[src/rtl/rxto_pkg.sv]
package rxto_pkg;
  localparam int unsigned DATA_BASE  = 5;
  localparam int unsigned DSEL_W     = 2;
  localparam int unsigned MAX_FRAME  = 1 + DATA_BASE + (1 << DSEL_W) - 1 + 1 + 2;
  localparam int unsigned LIMIT_MAX  = 2 * MAX_FRAME;
  localparam int unsigned CNT_W      = $clog2(LIMIT_MAX + 1);

  typedef logic [CNT_W-1:0] cnt_t;

  typedef struct packed {
    logic [DSEL_W-1:0] data_sel;
    logic              parity_en;
    logic              two_stop;
  } frame_cfg_t;
endpackage

[src/rtl/rxto_limit.sv]
module rxto_limit
  import rxto_pkg::*;
(
  input  frame_cfg_t cfg_i,
  output cnt_t       limit_o
);
  cnt_t frame_bits;

  always_comb begin
    frame_bits = cnt_t'(DATA_BASE + 2)
               + cnt_t'(cfg_i.data_sel)
               + cnt_t'(cfg_i.parity_en)
               + cnt_t'(cfg_i.two_stop);
    limit_o = cnt_t'(frame_bits << 1);
  end
endmodule

[src/rtl/rxto_idle_cnt.sv]
module rxto_idle_cnt
  import rxto_pkg::*;
(
  input  logic clk_i,
  input  logic rst_ni,
  input  logic sw_rst_i,
  input  logic tick_i,
  input  logic frame_i,
  input  logic fire_i,
  input  cnt_t limit_i,
  output logic elapsed_o
);
  cnt_t cnt_q;
  logic armed_q;

  always_ff @(posedge clk_i or negedge rst_ni) begin
    if (!rst_ni) begin
      cnt_q   <= '0;
      armed_q <= 1'b0;
    end else if (sw_rst_i) begin
      cnt_q   <= '0;
      armed_q <= 1'b0;
    end else if (frame_i) begin
      cnt_q   <= '0;
      armed_q <= 1'b1;
    end else begin
      if (fire_i) armed_q <= 1'b0;
      if (armed_q && tick_i && (cnt_q < limit_i)) cnt_q <= cnt_q + cnt_t'(1);
    end
  end

  assign elapsed_o = armed_q && (cnt_q >= limit_i);


  cnt_bound_chk: assert property (@(posedge clk_i) disable iff (!rst_ni || sw_rst_i)
    armed_q |-> cnt_q <= limit_i);

  sw_hold_chk: assert property (@(posedge clk_i) disable iff (!rst_ni)
    sw_rst_i |=> (cnt_q == '0) && !armed_q);

  restart_chk: assert property (@(posedge clk_i) disable iff (!rst_ni)
    (frame_i && !sw_rst_i) |=> (cnt_q == '0) && armed_q);
endmodule

[src/rtl/rxto_status.sv]
module rxto_status (
  input  logic clk_i,
  input  logic rst_ni,
  input  logic sw_rst_i,
  input  logic fire_i,
  input  logic dma_mode_i,
  input  logic clr_i,
  output logic timeout_o,
  output logic dma_stop_o
);
  logic to_q, stop_q;

  always_ff @(posedge clk_i or negedge rst_ni) begin
    if (!rst_ni) begin
      to_q   <= 1'b0;
      stop_q <= 1'b0;
    end else if (sw_rst_i) begin
      to_q   <= 1'b0;
      stop_q <= 1'b0;
    end else if (fire_i) begin
      to_q   <= 1'b1;
      stop_q <= stop_q | dma_mode_i;
    end else if (clr_i) begin
      to_q   <= 1'b0;
      stop_q <= 1'b0;
    end
  end

  assign timeout_o  = to_q;
  assign dma_stop_o = stop_q;


  stop_needs_flag_chk: assert property (@(posedge clk_i) disable iff (!rst_ni)
    stop_q |-> to_q);

  sticky_chk: assert property (@(posedge clk_i) disable iff (!rst_ni)
    (to_q && !clr_i && !sw_rst_i) |=> to_q);
endmodule

[src/rtl/rx_timeout.sv]
module rx_timeout
  import rxto_pkg::*;
(
  input  logic              clk_i,
  input  logic              rst_ni,
  input  logic              sw_rst_i,
  input  logic              baud_tick_i,
  input  logic              frame_done_i,
  input  logic              fifo_nempty_i,
  input  logic              dma_mode_i,
  input  logic              clr_i,
  input  logic [DSEL_W-1:0] data_sel_i,
  input  logic              parity_en_i,
  input  logic              two_stop_i,
  output logic              timeout_o,
  output logic              dma_stop_o
);
  frame_cfg_t cfg;
  cnt_t       limit;
  logic       elapsed, fire;

  assign cfg = '{data_sel: data_sel_i, parity_en: parity_en_i, two_stop: two_stop_i};

  rxto_limit u_limit (.cfg_i(cfg), .limit_o(limit));

  // interrupt mode needs unread data; DMA mode fires on idle alone
  assign fire = elapsed && !sw_rst_i && !frame_done_i && (dma_mode_i || fifo_nempty_i);

  rxto_idle_cnt u_cnt (
    .clk_i, .rst_ni, .sw_rst_i,
    .tick_i(baud_tick_i), .frame_i(frame_done_i), .fire_i(fire),
    .limit_i(limit), .elapsed_o(elapsed)
  );

  rxto_status u_stat (
    .clk_i, .rst_ni, .sw_rst_i,
    .fire_i(fire), .dma_mode_i, .clr_i,
    .timeout_o, .dma_stop_o
  );


  qual_chk: assert property (@(posedge clk_i) disable iff (!rst_ni)
    $rose(timeout_o) |-> $past(dma_mode_i || fifo_nempty_i));

  stop_mode_chk: assert property (@(posedge clk_i) disable iff (!rst_ni)
    $rose(dma_stop_o) |-> $past(dma_mode_i));
endmodule

[config.mk]
export PLATFORM = sky130hd
export DESIGN_NAME = rx_timeout
export DESIGN_NICKNAME = d
export VERILOG_FILES = /design/src/rtl/rxto_pkg.sv /design/src/rtl/rxto_limit.sv /design/src/rtl/rxto_idle_cnt.sv /design/src/rtl/rxto_status.sv /design/src/rtl/rx_timeout.sv
export SDC_FILE = /design/constraint.sdc
export NUM_CORES = 1
export LEC_CHECK = 0
export CAP_MARGIN = 10
export CORE_AREA = 2 2 39 41
export DETAILED_ROUTE_END_ITERATION = 8
export DIE_AREA = 0 0 41 43
export DONT_BUFFER_PORTS = 1
export MAX_ROUTING_LAYER = met4
export PLACE_DENSITY_LB_ADDON = 0.08
export SLEW_MARGIN = 20
export SYNTH_ARGS = -nofsm -noshare
export SYNTH_HDL_FRONTEND = slang
export SYNTH_SLANG_ARGS = --single-unit
[constraint.sdc]
create_clock -name clk_i -period 3.9 [get_ports clk_i]
set_input_delay 0.78 -clock clk_i [delete_from_list [all_inputs] [get_ports clk_i]]
set_output_delay 0.78 -clock clk_i [all_outputs]
set_load 0.005 [all_outputs]
==> run_results.csv, run 1 <==
group,metric,value,unit
status,outcome,"complete, no violations",
die,io_pins,14,
yosys,ys_seq_area_share,33.26,%
die,rows,14,
critical_path,crit_required,4080,ps
power_and_ir_drop,power.density,272.1,nW/um^2
critical_path,ff2ff_setup_slack,2170,ps
yosys,ys_top_cells_by_area,"dfrtp_1 (33%), ha_1 (17%), o31ai_1 (5.0%), nor2_1 (4.4%), inv_1 (3.7%)",
critical_path,reg2reg_from,"u_cnt.cnt_q[1]",
clock_tree,cts_root_buffer,"clkbuf_4",
detailed_routing,wl,1141,um
detailed_routing,route.detailed.drc,0,
yosys,synth.largest_area_cell,"dfrtp_1",
min_path,hp-class,"in2async",
global_routing,grt_max_degree,10,
sta,skew,1.450,ps
yosys,synthesis.area,601.8,um^2
sta,worstMarginPinSlew,534.6,ps
yosys,synth_top_cells_by_count,"dfrtp_1 (8), ha_1 (8), nor2_1 (7), inv_1 (6), o31ai_1 (4)",
cells_and_area,multi_input_area,379.1,um^2
sta,tns,0,ps
die,core_area,1384,um^2
place,numPortBuffers,0,
sta,setup_slack,1068,ps
global_routing,grt_pass1_wl,1807,um
critical_path,crit_fanout,9,
critical_path,criticalPathCategory,"in2reg",
sta,finalSetupViolCount,0,
flow_run,maxCapViolations,0,
clock_tree,cts_tree,"done",
yosys,ys.flop_type,"dfrtp_1",
yosys,synth_edf_count,0,
yosys,yosysTopAreaCellShare,33.26,%
die,die_h,43,um
sta,fin_crit_sh,72.62,%
clock_tree,clk_path_buf_depth,2,
detailed_routing,vias_per_cell,5.869,
die,dieArea,1763,um^2
yosys,syn_avg_cell_area,9.259,um^2
sta,fin_crit,2832,ps
global_routing,antenna_found_initial,0,
sta,max_clock_freq,353.1,MHz
detailed_routing,antenna_left,0,
critical_path,slowest_delay,520,ps
cells_and_area,antenna_cells,0,
clock_tree,cts_buffers,3,
detailed_routing,first_pass_iters,2,
yosys,yosysUniqueCellTypes,26,
detailed_routing,num_vias,493,
sta,slew_headroom,64.06,%
critical_path,critPathSlowestCell,"or4_1",
sta,whs,216.2,ps
power_and_ir_drop,p_leak,0.0002803,uW
cells_and_area,seq_area,200.2,um^2
clock_tree,post-cts-setup-buffer-count,0,
place,place.gp.congestion,0.7552,
global_routing,grt_pass1_vias,460,
yosys,async_reset_ff_share,100.0,%
detailed_routing,wire_per_inst,13.58,um
die,die_w,41,um
global_routing,grt_usage,16.32,%
die,initial_core_util,43.49,%
clock_tree,h-tree-depth,1,
clock_tree,clk_pin_slew_worst_paths,50,ps
cells_and_area,syn2layout_area_growth,7.069,%
critical_path,path_cells,"inv_1 > ha_1 > inv_1 > ha_1 > inv_1 > fa_1 > xnor2_1 > ha_1 > nand2_1 > a21oi_2 > or4_1 > a21oi_1",
detailed_routing,drtIter0Drc,7,
place,post-place-ws,780.0,ps
cells_and_area,drive_above_1_share,10.29,%
yosys,postSynthCellCount,65,
clock_tree,clk_latency,250,ps
cells_and_area,n_fill_cell,147,
critical_path,critPathLaunch,"data_sel_i[0]",
yosys,synth-seq-cells,8,
sta,rsz0062_at_grt,"no",
power_and_ir_drop,peakVddDrop,0.1137,mV
clock_tree,ctsResizeCount,0,
place,place_hpwl,961.8,um
clock_tree,cts.sinks,8,
yosys,yosysWarningCount,0,
critical_path,start_kind,"input pin",
cells_and_area,fin_nets,91,
sta,hold_viol,0,
critical_path,worstSetupEndpointType,"flip-flop",
global_routing,grt_remaining_overflow,0,
sta,slew_viol_final,0,
clock_tree,cts-hold-fix-buffers,0,
yosys,syn-num-nets,86,
critical_path,crit_arrival,3010,ps
where the power goes:
part,total [uW],switching [uW],internal (uW)
Clock,63.6,28.4,35.2
Combinational,25.7,13.6,12.0
Sequential,86.0,1.82,84.2
cell usage in the layout, fill, tap and decap left out, types with 2 or more instances in the layout:
cell type,netlist,routed
nand2_1,3,3
dfrtp_1,8,8
a21oi_2,2,2
inv_1,6,6
clkbuf_4,0,3
a21oi_1,3,3
nor2_1,7,7
ha_1,8,8
nand2b_1,2,2
o21ai_0,2,2
or3_1,2,2
nor3b_1,2,2
or4_1,2,2
nand4_1,2,2
o31ai_1,4,4
critical path, delay by kind of cell:
kind                     cells  cell delay [ps]
AO/OA/AOI/OAI                2              250
XOR/XNOR                     1              140
adder cells (fa/ha/maj)      4             1090
buffers and inverters        3              140
AND/OR/NAND/NOR              2              620
cell families (layout without fill, tap and decap cells):
family,Yosys count,after routing,synth area share (%)
AOI/OAI and AO/OA,15,15,17.67
xor gates and xnor gates,1,1,1.456
adders and majority gates,9,9,19.96
buffers and inverters,6,9,3.742
DFF,8,8,33.26
muxes,1,1,1.663
and+or+nand+nor,25,25,22.24
worst paths after layout:
check | to | cells after the start
min reg2reg | u_stat.timeout_o | 1
min in group clk_i | u_stat.timeout_o | 1
max in group asynchronous | u_cnt.cnt_q[4] | 0
max | u_cnt.cnt_q[3] | 12
max reg2reg | u_stat.timeout_o | 6
min | u_stat.timeout_o | 0
layer usage:
layer | routed length (um) | global-route usage (%) | part of all wire, % | up-vias
li1 | - | - | - | 246
met3 | 49 | 7.853 | 4.3 | 2
met1 | 513 | 17.28 | 45 | 236
met4 | 17 | 8.000 | 1.5 | 0
met5 | 0 | - | 0 | -
met2 | 561 | 24.38 | 49 | 9
final cells by class:
| type | count | area share (%) |
|---|---|---|
| Multi-Input combinational cell | 51 | 58.84 |
| Sequential cell | 8 | 31.07 |
| Clock buffer | 3 | 3.495 |
| Inverter | 6 | 3.495 |
| Tap cell | 16 | 3.107 |
registers in the layout (all words and copies together), names as in the netlist:
signal             count
u_stat.timeout_o       1
u_stat.dma_stop_o      1
u_cnt.armed_q          1
u_cnt.cnt_q            5
through the flow:
step	total power (uW)	utilization, %	std cells	cell area, um^2
2_1_floorplan	108.4	-	65	601.8
3_3_place_gp	112.7	44.94	81	621.8
3_5_place_dp	113.6	44.94	81	621.8
4_1_cts	177.3	46.56	84	644.4
5_1_grt	187.4	46.56	84	644.4
6_report	175.3	46.56	84	644.4
(Power assumes the default switching activity.)
==> run 2, diff against run 1 <==
Settings changed: ABC_AREA set to 1.
Clock period 3.9 ns to 2.5 ns, I/O delays scaled along.
==> run_results.csv, run 2 <==
group,metric,value,unit
global_routing,antenna_found_initial,0,
min_path,hp-class,"in2reg",
global_routing,grt_pass1_vias,474,
critical_path,crit_fanout,6,
yosys,ys.flop_type,"dfrtp_1",
power_and_ir_drop,p_leak,0.0004004,uW
cells_and_area,antenna_cells,0,
clock_tree,h-tree-depth,1,
place,place.gp.congestion,0.9336,
die,rows,14,
cells_and_area,syn2layout_area_growth,12.16,%
yosys,yosysWarningCount,0,
detailed_routing,num_vias,538,
yosys,yosysUniqueCellTypes,17,
die,io_pins,14,
global_routing,grt_remaining_overflow,0,
critical_path,criticalPathCategory,"in2reg",
detailed_routing,antenna_left,0,
sta,skew,3.424,ps
clock_tree,cts.sinks,8,
detailed_routing,first_pass_iters,4,
sta,worstMarginPinSlew,317.1,ps
yosys,async_reset_ff_share,100.0,%
clock_tree,cts_tree,"done",
yosys,ys_seq_area_share,30.89,%
yosys,ys_top_cells_by_area,"dfrtp_1 (31%), nand2_1 (17%), ha_1 (15%), nand3_1 (7.7%), inv_1 (6.9%)",
cells_and_area,layout.cells.most_common,"nand2_1",
detailed_routing,vias_per_cell,4.804,
die,die_w,41,um
sta,max_clock_freq,440.8,MHz
detailed_routing,wl,1142,um
die,initial_core_util,46.84,%
yosys,postSynthCellCount,90,
yosys,syn_avg_cell_area,7.201,um^2
sta,slew_headroom,78.79,%
cells_and_area,fin_area,726.9,um^2
cells_and_area,largest_register_ffs,5,
sta,slew_viol_final,0,
sta,rsz0062_at_grt,"no",
cells_and_area,n_fill_cell,141,
global_routing,grt.met2_usage,22.81,%
place,numPortBuffers,0,
detailed_routing,wire_per_inst,10.20,um
die,die_h,43,um
cells_and_area,multi_input_area,406.6,um^2
cells_and_area,drive_above_1_share,13.54,%
critical_path,crit_arrival,2450,ps
detailed_routing,route.detailed.drc,0,
flow_run,maxCapViolations,0,
sta,tns,0,ps
global_routing,grt_busiest_layer,"met2",
clock_tree,cts_buffers,3,
clock_tree,cts_root_buffer,"clkbuf_4",
sta,finalSetupViolCount,0,
yosys,synth_most_common_cell,"nand2_1",
critical_path,worstSetupEndpointType,"flip-flop",
detailed_routing,drtIter0Drc,3,
yosys,synth_edf_count,0,
power_and_ir_drop,peakVddDrop,0.2643,mV
cells_and_area,fin_nets,119,
power_and_ir_drop,p_total,281.3,uW
yosys,yosysTopAreaCellShare,30.89,%
yosys,syn-num-nets,111,
clock_tree,clk_latency,240,ps
sta,fin_crit_sh,90.74,%
global_routing,grt_usage,16.04,%
clock_tree,post-cts-setup-buffer-count,0,
place,dpl-instance-area,683.2,um^2
cells_and_area,seq_area,200.2,um^2
yosys,synth.largest_area_cell,"dfrtp_1",
cells_and_area,top_register,"u_cnt.cnt_q",
critical_path,ff2ff_setup_slack,1030,ps
yosys,synth_top_cells_by_count,"nand2_1 (29), inv_1 (12), nand3_1 (10), nor2_1 (9)",
die,dieArea,1763,um^2
yosys,synth-seq-cells,8,
global_routing,grt_pass1_wl,1828,um
status,outcome,"complete, no violations",
global_routing,global_route.usage.met1,19.80,%
sta,fin_crit,2268,ps
yosys,synthesis.area,648.1,um^2
cells_and_area,mostFrequentLayoutCells,"nand2_1 (28), inv_1 (12), nand3_1 (10), nor2_1 (9)",
clock_tree,clk_pin_slew_worst_paths,50,ps
global_routing,grt_use_met3,3.665,%
critical_path,start_kind,"input pin",
place,place_hpwl,995.1,um
power_and_ir_drop,power.density,387.0,nW/um^2
die,core_area,1384,um^2
global_routing,grt_max_degree,9,
critical_path,crit_required,2680,ps
clock_tree,clk_path_buf_depth,2,
sta,hold_viol,0,
## run 2: cells by family after synthesis
logic type | share of synthesized area (%)
AOI/OAI and AO/OA | 3.862
xor gates and xnor gates | 1.352
adders and majority gates | 18.53
buffers and inverters | 8.108
DFF | 30.89
and+or+nand+nor | 37.26
## run 2: worst paths after layout
kind | start | end | cells past startpoint
hold reg to reg | u_stat.timeout_o | u_stat.timeout_o | 2
setup reg to reg | u_cnt.cnt_q[2] | u_cnt.cnt_q[0] | 8
hold / removal | frame_done_i | u_cnt.armed_q | 2
setup / recovery | data_sel_i[0] | u_cnt.cnt_q[0] | 15
min in group asynchronous | rst_ni | u_cnt.cnt_q[1] | 1
max in group asynchronous | rst_ni | u_stat.dma_stop_o | 1
## run 2: metal layers
| metal | part of all wire, % | up-vias |
|---|---|---|
| met5 | 0 | - |
| met4 | 1.3 | 0 |
| met3 | 3.9 | 2 |
| met2 | 49 | 13 |
| met1 | 45 | 225 |
| li1 | - | 298 |
## run 2: metrics by stage
stage / setup slack [ps] / hold WS, ps / util (%) / instances
2_1_floorplan: 53.17 / 204.4 / - / 90
3_3_place_gp: -65.34 / 204.6 / 49.37 / 108
3_5_place_dp: -93.20 / 204.6 / 49.37 / 108
4_1_cts: 161.7 / 380.6 / 51.72 / 112
5_1_grt: 10.51 / 370.0 / 52.53 / 112
6_report: 231.6 / 386.9 / 52.53 / 112
## run 2: what timing repair did
item                                    in CTS  in global routing
endpoints found under the setup margin       0                  5
hold buffers                                 1                  0
hold endpoints to repair                     8                  0
gates resized for setup                      0                  2
## run 2: area by class of cell
| type | count | area share [%] |
|---|---|---|
| well taps | 16 | 2.754 |
| inverters | 14 | 7.229 |
| flip-flops and latches | 8 | 27.54 |
| clock buffers | 3 | 3.098 |
| repair buffers | 3 | 3.442 |
| multi-input cells | 68 | 55.94 |
## run 2: critical path, cell delays in order
cell and delay [ps]:
inv_1 30, ha_1 280, inv_1 60, ha_1 120, inv_1 60, fa_1 400, xnor2_1 130, ha_1 270
nand2_1 80, inv_1 40, nand2_1 110, nand4_4 120, nand2_2 130, nand2_1 60, nand2_1 60
## run 2: where the power goes
| group | total, uW | internal (uW) | switching [uW] |
|---|---|---|---|
| sequential | 139 | 134 | 5.24 |
| clock | 88.7 | 54.3 | 34.4 |
| combinational | 53.7 | 23.5 | 30.2 |
| total | 281 | 211 | 69.9 |
